**config.mk**
```make
export PLATFORM = sky130hd
export DESIGN_NAME = desc_ring_ctrl
export DESIGN_NICKNAME = d
export VERILOG_FILES = /design/src/rtl/desc_ring_ctrl.sv
export SDC_FILE = /design/constraint.sdc
export NUM_CORES = 1
export LEC_CHECK = 0
export BUFFER_PORTS_ARGS = -buffer_cell sky130_fd_sc_hd__buf_2
export CAP_MARGIN = 20
export CELL_PAD_IN_SITES_DETAIL_PLACEMENT = 1
export CELL_PAD_IN_SITES_GLOBAL_PLACEMENT = 2
export CORE_MARGIN = 2
export CORE_UTILIZATION = 15
export CTS_CLUSTER_SIZE = 20
export DETAILED_ROUTE_END_ITERATION = 10
export PLACE_DENSITY_LB_ADDON = 0.1
export SLEW_MARGIN = 20
export SYNTH_ARGS = -nofsm -noshare
export SYNTH_HDL_FRONTEND = slang
export SYNTH_SLANG_ARGS = --single-unit
export TNS_END_PERCENT = 1
```
**constraint.sdc**
```tcl
create_clock -name clk -period 2.4 [get_ports clk]
set_input_delay 0.24 -clock clk [delete_from_list [all_inputs] [get_ports clk]]
set_output_delay 0.24 -clock clk [all_outputs]
set_load 0.03 [all_outputs]
```
**src/rtl/desc_ring_ctrl.sv**
```systemverilog
`timescale 1ns/1ps
module desc_ring_ctrl #(
  parameter int ID_W   = 7,
  parameter int AW     = 32,
  parameter int LW     = 24,
  parameter int MAX_DW = 262144
) (
  input  logic            clk,
  input  logic            rst_n,
  input  logic            lp_wr,
  input  logic [ID_W-1:0] lp_id,
  output logic [ID_W-1:0] desc_idx,
  input  logic [AW-1:0]   desc_src,
  input  logic [AW-1:0]   desc_dst,
  input  logic [LW-1:0]   desc_len,
  output logic            mov_valid,
  input  logic            mov_ready,
  output logic [AW-1:0]   mov_src,
  output logic [AW-1:0]   mov_dst,
  output logic [LW-1:0]   mov_len,
  input  logic            mov_done,
  output logic            st_we,
  output logic [ID_W-1:0] st_idx,
  output logic            irq
);
  localparam logic [LW-1:0] LEN_CAP = LW'(MAX_DW);

  typedef enum logic [1:0] {S_IDLE, S_REQ, S_WAIT, S_WB} state_t;

  state_t          state;
  logic [ID_W-1:0] cur_id, last_id;

  wire [ID_W-1:0] nxt_id  = cur_id + 1'b1;
  wire [ID_W-1:0] last_nx = lp_wr ? lp_id : last_id;
  wire            at_end  = (nxt_id == last_nx);

  always_ff @(posedge clk) begin
    if (!rst_n) begin
      state   <= S_IDLE;
      cur_id  <= '1;
      last_id <= '1;
      irq     <= 1'b0;
    end else begin
      last_id <= last_nx;
      irq     <= 1'b0;
      case (state)
        S_IDLE: if (cur_id != last_id) state <= S_REQ;
        S_REQ:  if (mov_ready)         state <= S_WAIT;
        S_WAIT: if (mov_done)          state <= S_WB;
        S_WB: begin
          cur_id <= nxt_id;
          irq    <= at_end;
          state  <= at_end ? S_IDLE : S_REQ;
        end
        default: state <= S_IDLE;
      endcase
    end
  end

  assign desc_idx  = nxt_id;
  assign mov_valid = (state == S_REQ);
  assign mov_src   = desc_src;
  assign mov_dst   = desc_dst;
  assign mov_len   = (desc_len > LEN_CAP) ? LEN_CAP : desc_len;
  assign st_we     = (state == S_WB);
  assign st_idx    = nxt_id;
endmodule

```
=== Word-level counts from Yosys, hierarchy flattened ===
Cells that the tools add are included.

* Output and inout bits: 105
* Memories kept: 0
* Memory bits (writable): 0
* Memory bits (read-only): 0
* Logic and storage cells: 24
* Latch bits: 0
* Register bits: 17

* Equal/unequal tests: 8
* Bitwise logic cells: 0
* Div/mod/pow operators: 0
* Reduce and logical (&&, ||, !) cells: 3
* Order comparisons: 1
* Muxes and demuxes: 7
* $add $sub $neg: 1
* Multiply operators: 0
* Shifts and indexed selects: 0

{| class="wikitable"
|+ Operators by type and width
! operator !! number
|-
| greater-than comparator 24 x 19 -> 1 bit, second input constant || 1
|-
| two-way mux 24 bit || 1
|-
| one-hot mux 2 bit (4 select lines) || 1
|-
| adder 7 x 1 -> 7 bit, second input constant || 1
|-
| == test 7 bit || 1
|-
| two-way mux 7 bit || 1
|-
| != test 7 bit || 1
|-
| two-way mux 2 bit || 3
|-
| == test 2 bit, second input constant || 2
|-
| != test 2 bit, second input constant || 2
|-
| AND reduction 3 bit || 1
|-
| == test 2 x 1 -> 1 bit, second input constant || 1
|-
| logical NOT 2 bit || 1
|-
| != test 2 x 1 -> 1 bit, second input constant || 1
|-
| AND reduction 2 bit || 1
|-
| two-way mux 1 bit || 1
|}

=== Longest topological paths before layout ===
Gate-level depths: netlist of run 1.

* Depth in word-level cells: 4
* Depth in mapped cells: 7
* Gate-level depth less buffers: 7

=== Least setup slack after synthesis of run 1 ===
OpenSTA, ideal clock, no wires.

* Path kind: register -> register
* Start point: register cur_id[0]
* End point: register state[0]
* Cell stages (with the launch flop): 8
* Required time: 2.284 ns
* Path buffers: 0
* Data arrival time: 2.252 ns
* Path slack: 0.032 ns
* Cells stage by stage: dfxtp_1 ha_1 nand3_1 nor2_1 xor2_1 o221a_2 nand3_1 a41o_1

* Cells in the longest elaborated chain, start to end: 4
* Elaborated cells on any way between the ends: 7
* Those cells by class: add/sub: 1; eq/ne: 3; mux: 2; reduce/logical: 1

{| class="wikitable"
|+ RTL lines
! item !! RTL line !! text
|-
| start, declared || 31 || <nowiki>logic [ID_W-1:0] cur_id, last_id;</nowiki>
|-
| start signal, assigned || 51 || <nowiki>cur_id <= nxt_id;</nowiki>
|-
| adder 7 x 1 -> 7 bit || 33 || <nowiki>wire [ID_W-1:0] nxt_id = cur_id + 1'b1;</nowiki>
|-
| via desc_idx[6] || 12 || <nowiki>output logic [ID_W-1:0] desc_idx,</nowiki>
|-
| == test 7 bit || 35 || <nowiki>wire at_end = (nxt_id == last_nx);</nowiki>
|-
| two-way mux 1 bit || 53 || <nowiki>state <= at_end ? S_IDLE : S_REQ;</nowiki>
|-
| one-hot mux 2 bit (4 select lines) || 46 || <nowiki>case (state)</nowiki>
|-
| end signal, assigned || 53 ||
|-
| end, declared || 30 || <nowiki>state_t state;</nowiki>
|}

The timed path passes the listed nets, and every way through them passes these cells.
A chain may end at the register's enable or synchronous reset.

=== Worst setup path after layout of run 1 ===
* Start point: input desc_len[2]
* End point: output mov_len[10]

* Cells in the longest elaborated chain, start to end: 2

{| class="wikitable"
|+ RTL lines
! item !! RTL line !! text
|-
| start, declared || 15 || <nowiki>input logic [LW-1:0] desc_len,</nowiki>
|-
| greater-than comparator 24 x 19 -> 1 bit || 64 || <nowiki>assign mov_len = (desc_len > LEN_CAP) ? LEN_CAP : desc_len;</nowiki>
|-
| two-way mux 24 bit || 64 ||
|-
| end, declared || 20 || <nowiki>output logic [LW-1:0] mov_len,</nowiki>
|}

No other way between the ends.

==> flow_metrics.tcl, run 1 <==
set metrics [dict create \
    required_ns 2.16 \
    dieArea_mm2 0.0127 \
    synth_edf_count 0 \
    clk_pin_slew_ns 0.05 \
    drtPass1Iterations 2 \
    power.share.clock_pct 19.2 \
    antenna_found_initial 0 \
    setup_violations 0 \
    synthXorXnorAreaFrac_pct 10.8 \
    dp.cells 364 \
    hold_violations 0 \
    vias_per_cell 3.64 \
    cts.repair.resized 0 \
    post_cts_buffers 0 \
    worstHoldStart "lp_id[1]" \
    synth-async-reset-ratio_pct 0 \
    grt.total_usage_pct 8.01 \
    cp.arrival_ns 1.99 \
    ys_seq_elements 17 \
    ios 205 \
    cp-end-kind "primary output" \
    muxShareOfSynthArea_pct 5.36 \
    status "finished clean" \
    grt_pass1_vias 1383 \
    p_per_area_mw_per_mm2 979 \
    pre_cts_ws_ns 0.137 \
    drc 0 \
    synth_fa_ha_area_share_pct 4.23 \
    die_h_um 113 \
    synth_compound_area_share_pct 5.22 \
    maxSlewViolCount 0 \
    antenna_cells 0 \
    clkLatencyLatePin_ns 0.25 \
    finClkSkew_ns 0.00299 \
    synth_top_family_by_area "buffers and inverters" \
    p_sw_uw 891 \
    layout-drive-gt1-share_pct 39.6 \
    syn_area_mm2 0.00177 \
    p_int_uw 925 \
    nNetsFinal 332 \
    period_needed_ns 2.23 \
    pwr-share-seq_pct 21.4 \
    clk_path_buf_depth 2 \
    final_cell_mix "71 x buf_2, 18 x and2_1, 17 x dfxtp_1, 16 x nand2_1, 15 x xnor2_1" \
    synthCells 221 \
    yosysWarningCount 0 \
    min_period_over_period_pct 93.1 \
    drt_iter0_markers 18 \
    areaGrowthSynthToFinish_pct 4.58 \
    via_count 1338 \
    hpwl_mm 4.36 \
    finalSetupTns_ns 0 \
    cp_cell_sequence "buf_2 > or4_1 > or4_1 > a21oi_2 > buf_4 > and2_1 > buf_2" \
    seq_area_frac_synth_pct 19.2 \
    fmax_mhz 447 \
    wl_mm 5.17 \
    pwr-share-comb_pct 59.5 \
    final-instance-count-excl-fill 368 \
    gp_congestion 0.672 \
    overflow 0 \
    synth.avg_cell_area_um2 8.03 \
    grt_max_degree 20 \
    rsz0062_at_grt "false" \
    root_buffer "clkbuf_16" \
    rr_startpoint "cur_id[0]" \
    crit_type "in -> out" \
    fin_ws_ns 0.165 \
    numClockSinks 17 \
    fp-row-count 39 \
    die_width_um 113 \
    synth_ff_type "dfxtp_1" \
    peakVddDrop_mv 0.458 \
    yosysUniqueCellTypes 34 \
    start_kind "primary input" \
    path_max_fanout 15 \
    htree_num_levels 1 \
    min_path_type "in -> reg" \
    core_mm2 0.0115 \
    startpoint "desc_len[2]" \
    cap_violations 0 \
    cts_tree "built" \
    worst_path_max_delay_cell "or4_1" \
    start_util_pct 15.5 \
    mostFrequentLayoutCell "buf_2" \
    p_leak_uw 0.000900 \
    slowest_delay_ns 0.50 \
    cts_inserted_buffers 3 \
    io_buffers 71 \
    netSwitchingFraction_pct 49.1 \
    holdBufCountCts 0 \
    antenna_left 0 \
    wl_per_cell_um 14.1 \
    final_core_util_pct 16.2 \
    grt_pass1_wl_mm 7.96 \
    synthSimpleGateAreaFrac_pct 18.9 \
]
==> cell usage after synthesis (all sizes together) (2+ instances only) <==
library cell  number  area share, %
dfxtp             17             19
xor2               6            3.4
and2              18            6.3
nand4              5            1.8
nor2               5            1.1
clkbuf             5            1.1
buf               79             33
nand3              7            2.0
or3                2           0.71
ha                 6            4.2
o21ai              6            1.7
nand2             16            3.4
or4                2           0.85
nor4               3            1.1
a21oi              3            1.1
xnor2             15            7.4
inv                7            1.5
mux2i              8            4.7
and3               2           0.71
==> cells by family after synthesis <==
group	after synthesis
other cells	1
buf+inv	91
compound gates	13
simple gates	63
xor+xnor	21
mux	9
fa+ha+maj	6
flops	17
==> power by group through the flow <==
stage	clock, µW	sequential [µW]	combinational (µW)
floorplan	0	368	1080
global placement	0	397	1130
detailed placement	0	397	1110
CTS	368	390	1110
global route	381	397	1190
finish	348	388	1080
==> sequential cells by signal, indices dropped and copies added, names as in the netlist <==
name     flops
cur_id       7
last_id      7
state        2
irq          1
==> per-layer routing <==
metal	track usage (%)	wire [µm]	up-vias
met2	13.8	2630	58
met5	0	0	-
li1	-	-	645
met1	9.71	2160	625
met3	2.25	328	10
met4	2.36	54	0
==> worst paths after layout <==
path / endpoint / slack (ns) / cells past startpoint
worst max-delay path: mov_len[10] / 0.17 / 7
worst min-delay path: last_id[1] / 0.24 / 3
worst max register to register: state[0] / 0.36 / 6
worst min register to register: last_id[0] / 0.55 / 2
==> worst max-delay path, delay by kind of cell <==
kind / cells / cell delay [ns]
simple gates: 3 / 1.14
buf+inv: 3 / 0.47
compound gates: 1 / 0.15
==> final cells by class <==
class                           count  area (µm²)
Fill cell                        1384        9610
Multi-Input combinational cell    117         808
Timing Repair Buffer               80         423
Sequential cell                    17         340
Tap cell                          143         179
Clock buffer                        4        78.8
Inverter                            7        26.3
==> metrics by stage <==
stage                     hold WS (ns)  power (µW)  instance area, µm²
after floorplan                  0.386        1450                1790
after global placement           0.480        1530                1780
after detailed placement         0.480        1510                1780
after CTS                        0.238        1870                1860
after global routing             0.269        1970                1860
final                            0.241        1820                1860
Power figures use the tool's default switching activity.
==> inputs of run 2 (changes only) <==
--- a/config.mk
+++ b/config.mk
@@ -5,14 +5,14 @@
 export SDC_FILE = /design/constraint.sdc
 export NUM_CORES = 1
 export LEC_CHECK = 0
-export BUFFER_PORTS_ARGS = -buffer_cell sky130_fd_sc_hd__buf_2
 export CAP_MARGIN = 20
 export CELL_PAD_IN_SITES_DETAIL_PLACEMENT = 1
 export CELL_PAD_IN_SITES_GLOBAL_PLACEMENT = 2
 export CORE_MARGIN = 2
-export CORE_UTILIZATION = 15
+export CORE_UTILIZATION = 29
 export CTS_CLUSTER_SIZE = 20
 export DETAILED_ROUTE_END_ITERATION = 10
+export DONT_BUFFER_PORTS = 1
 export PLACE_DENSITY_LB_ADDON = 0.1
 export SLEW_MARGIN = 20
 export SYNTH_ARGS = -nofsm -noshare
==> flow_metrics.tcl, run 2 (synthesis gave the netlist of run 1 again) <==
set metrics [dict create \
    core_mm2 0.00592 \
    gr-usage-met3_pct 4.35 \
    fillers 689 \
    hpwl_mm 3.14 \
    grt_use_met1_pct 12.5 \
    p_per_area_mw_per_mm2 1120 \
    clkLatencyLatePin_ns 0.25 \
    cts_inserted_buffers 3 \
    grt_util_met2_pct 16.7 \
    finalSetupTns_ns 0 \
    wl_mm 3.87 \
    setup_violations 0 \
    io_buffers 0 \
    layout-drive-gt1-share_pct 15.2 \
    root_buffer "clkbuf_8" \
    grt_pass1_vias 1086 \
    required_ns 2.16 \
    multi_input_area_um2 823 \
    clk_pin_slew_ns 0.07 \
    drc 0 \
    drtPass1Iterations 3 \
    areaGrowthSynthToFinish_pct -19.6 \
    rsz0062_at_grt "false" \
    nNetsFinal 265 \
    clk_path_buf_depth 2 \
    fp-row-count 28 \
    mostFrequentLayoutCell "and2_1" \
    dieArea_mm2 0.00676 \
    reg_top3 "cur_id: 7 flops, last_id: 7 flops, state: 2 flops" \
    crit_type "in -> out" \
    holdBufCountCts 0 \
    cts_tree "built" \
    start_kind "primary input" \
    via_count 1128 \
    drt_iter0_markers 31 \
    path_max_fanout 15 \
    wl_per_cell_um 16.6 \
    grt.total_usage_pct 10.9 \
    top_usage_layer "met2" \
    vias_per_cell 4.84 \
    post_cts_buffers 0 \
    antenna_left 0 \
    die_width_um 82.2 \
    cts.repair.resized 0 \
    min_period_over_period_pct 93.8 \
    cap_violations 0 \
    antenna_cells 0 \
    grt_pass1_wl_mm 5.53 \
    peakVddDrop_mv 0.506 \
    htree_num_levels 1 \
    fmax_mhz 444 \
    maxSlewViolCount 0 \
    period_needed_ns 2.25 \
    finClkSkew_ns 0.00210 \
    start_util_pct 30.0 \
    p_leak_uw 0.000593 \
    numClockSinks 17 \
    gp_congestion 0.650 \
    final_cell_mix "18 x and2_1, 17 x dfxtp_1, 16 x nand2_1, 13 x xnor2_1, 13 x buf_4" \
    status "finished clean" \
    grt_max_degree 20 \
    min_path_type "in -> reg" \
    overflow 0 \
    cp.arrival_ns 2.01 \
    die_h_um 82.2 \
    finalPower_uw 1600 \
    antenna_found_initial 0 \
    cp-end-kind "primary output" \
    hold_violations 0 \
    ios 205 \
    register_area_um2 340 \
]
[run 2: cell count changes in the layout (fill, tap and decap cells not counted)]
cell,delta
buf_2,-71
buf_4,+4
clkbuf_16,-3
clkbuf_8,+3
xnor2_1,-2
xnor2_2,+2
[run 2: path summary, 6_finish.rpt]
kind	slack, ns	start	end	cells past startpoint
hold reg to reg	0.55	last_id[1]	last_id[1]	2
hold / removal	0.05	rst_n	last_id[1]	1
setup / recovery	0.15	desc_len[2]	mov_len[5]	4
setup reg to reg	0.29	cur_id[0]	state[0]	7
[run 2: area by class of cell]
class / instances / share of cell area [%]
Clock buffer: 4 / 3.16
Inverter: 7 / 1.84
Multi-Input combinational cell: 117 / 57.7
Sequential cell: 17 / 23.9
Tap cell: 75 / 6.58
Timing Repair Buffer: 13 / 6.84
[run 2: per-layer routing]
metal	share of wire (%)	routed length, µm
met1	42	1620
met2	44	1720
met3	8.7	336
met4	5.0	195
met5	0	0
[run 2: worst max-delay path, stage by stage]
cell and delay, ns:
or4_1 0.50, or4_1 0.50, a21oi_2 0.38, and2_1 0.38
[run 2: per-stage QoR]
step	std cells	hold slack (ns)	util, %	worst slack (ns)	area [µm²]
after global routing	233	0.0287	24.1	0.00579	1430
after CTS	233	0.0306	24.1	0.120	1430
after detailed placement	229	0.308	23.3	0.127	1380
after floorplan	225	0.386	-	0.0319	1790
after global placement	229	0.306	23.3	0.209	1380
final	233	0.0490	24.1	0.148	1430
[run 2: report_power, final]
part	switching, µW	internal, µW	total, µW
Sequential	60.1	326	386
Combinational	653	344	997
Clock	101	118	219
==> inputs of run 3 (changes only) <==
--- a/config.mk
+++ b/config.mk
@@ -8,7 +8,6 @@
 export CAP_MARGIN = 20
 export CELL_PAD_IN_SITES_DETAIL_PLACEMENT = 1
 export CELL_PAD_IN_SITES_GLOBAL_PLACEMENT = 2
-export CORE_MARGIN = 2
 export CORE_UTILIZATION = 29
 export CTS_CLUSTER_SIZE = 20
 export DETAILED_ROUTE_END_ITERATION = 10
==> flow_metrics.tcl, run 3 (synthesis gave the netlist of run 1 again) <==
set metrics [dict create \
    status "finished clean" \
    fmax_mhz 439 \
    crit_top_cell "or4_1" \
    maxSlewViolCount 0 \
    cts_tree "built" \
    antenna_left 0 \
    finClkSkew_ns 0.00686 \
    io_buffers 0 \
    htree_num_levels 1 \
    mostFrequentLayoutCell "and2_1" \
    fin_area_mm2 0.00141 \
    numClockSinks 17 \
    start_util_pct 30.0 \
    pwr-share-seq_pct 24.4 \
    min_path_cells 1 \
    crit_type "in -> out" \
    rsz0062_at_grt "false" \
    worst_path_max_delay_cell "or4_1" \
    clkLatencyLatePin_ns 0.25 \
    layout-drive-gt1-share_pct 14.1 \
    critical_path_depth 4 \
    cp.arrival_ns 2.04 \
    multi_input_area_um2 823 \
    cp-end-kind "primary output" \
    nNetsFinal 263 \
    gp_congestion 0.693 \
    start_kind "primary input" \
    finalSetupTns_ns 0 \
    wl_mm 3.97 \
    required_ns 2.16 \
    setup_violations 0 \
    min_period_over_period_pct 95.0 \
    p_leak_uw 0.000585 \
    cts_inserted_buffers 3 \
    grt_max_degree 20 \
    vias_per_cell 4.81 \
    critPathCapture "mov_len[10]" \
    slowest_delay_ns 0.51 \
    rr_startpoint "cur_id[0]" \
    p_per_area_mw_per_mm2 1130 \
    p_sw_uw 812 \
    path_max_fanout 15 \
    startpoint "desc_len[2]" \
    fillers 709 \
    drtPass1Iterations 4 \
    antenna_found_initial 0 \
    post_cts_buffers 0 \
    rr_endpoint "state[0]" \
    reg2reg_slack_ns 0.33 \
    dieArea_mm2 0.00643 \
    final_cell_mix "18 x and2_1, 17 x dfxtp_1, 16 x nand2_1, 13 x xnor2_1, 11 x buf_4" \
    cts.repair.resized 0 \
    areaGrowthSynthToFinish_pct -20.5 \
    ios 205 \
    hold_violations 0 \
    drt_iter0_markers 23 \
    register_area_um2 340 \
    final_core_util_pct 23.8 \
    hpwl_mm 3.28 \
    core_mm2 0.00592 \
    cp_num_buf_inv 0 \
    cpLargestDelayFamily "simple AND/OR/NAND/NOR gates" \
    period_needed_ns 2.28 \
    die_h_um 80.2 \
    drc 0 \
    pre_cts_ws_ns 0.137 \
    clk_path_buf_depth 2 \
    die_width_um 80.2 \
    fin_ws_ns 0.120 \
    cap_violations 0 \
    fp-row-count 28 \
    wl_per_cell_um 17.2 \
    min_path_type "in -> reg" \
    dpl-instance-area_mm2 0.00137 \
    grt.total_usage_pct 11.9 \
    reg2reg_depth 7 \
    grt_pass1_vias 1160 \
    clk_pin_slew_ns 0.07 \
    root_buffer "clkbuf_8" \
    peakVddDrop_mv 0.503 \
    netSwitchingFraction_pct 51.0 \
    pwr-share-comb_pct 61.6 \
    p_int_uw 780 \
    reg_top3 "cur_id: 7 flops, last_id: 7 flops, state: 2 flops" \
    via_count 1111 \
    worstHoldStart "rst_n" \
    antenna_cells 0 \
    overflow 0 \
    holdBufCountCts 0 \
    power.share.clock_pct 13.9 \
    grt_pass1_wl_mm 5.82 \
    cp_cell_sequence "or4_1 > or4_1 > a21oi_2 > and2_1" \
]
-- run 3: cell types whose count changed in the layout (fill, tap and decap cells not counted) --
cell / delta
buf_4: -2
-- run 3: routing by layer --
metal	GRT usage, %	share of wire, %
met5	0	0
met3	4.77	11
met1	12.6	39
met4	8.57	5.7
met2	19.0	45
-- run 3: final cells by class --
cell class              count  area share [%]
repair buffers             11            5.85
well taps                  75            6.65
multi-input cells         117            58.3
inverters                   7            1.86
clock buffers               4            3.19
flip-flops and latches     17            24.1
-- run 3: worst reg2reg max path: cells and delay by family, from the launching register on --
| kind | cells | cell delay, ns |
|---|---|---|
| fa+ha+maj | 1 | 0.27 |
| compound gates | 2 | 0.56 |
| xor+xnor | 2 | 0.32 |
| flops | 1 | 0.32 |
| simple gates | 2 | 0.48 |
-- run 3: per-stage QoR --
step	hold WS (ns)	cells	total power [µW]
2_1_floorplan	0.386	225	1450
6_report	0.0466	231	1590
3_3_place_gp	0.305	227	1400
3_5_place_dp	0.307	227	1400
4_1_cts	0.0420	231	1620
5_1_grt	0.0400	231	1720
-- run 3: how the worst min path moves through the flow --
stage	slack, ns	to
after floorplan	0.39	last_id[1]
after global placement	0.31	last_id[6]
after detailed placement	0.31	last_id[1]
after CTS	0.04	last_id[6]
after global routing	0.04	last_id[6]
final	0.05	last_id[6]
-- run 3: power by group through the flow --
stage          clock (µW)  sequential, µW  combinational, µW
3_5_place_dp            0             398                998
6_report              222             389                981
3_3_place_gp            0             396               1010
4_1_cts               230             391               1000
5_1_grt               245             400               1080
2_1_floorplan           0             368               1080
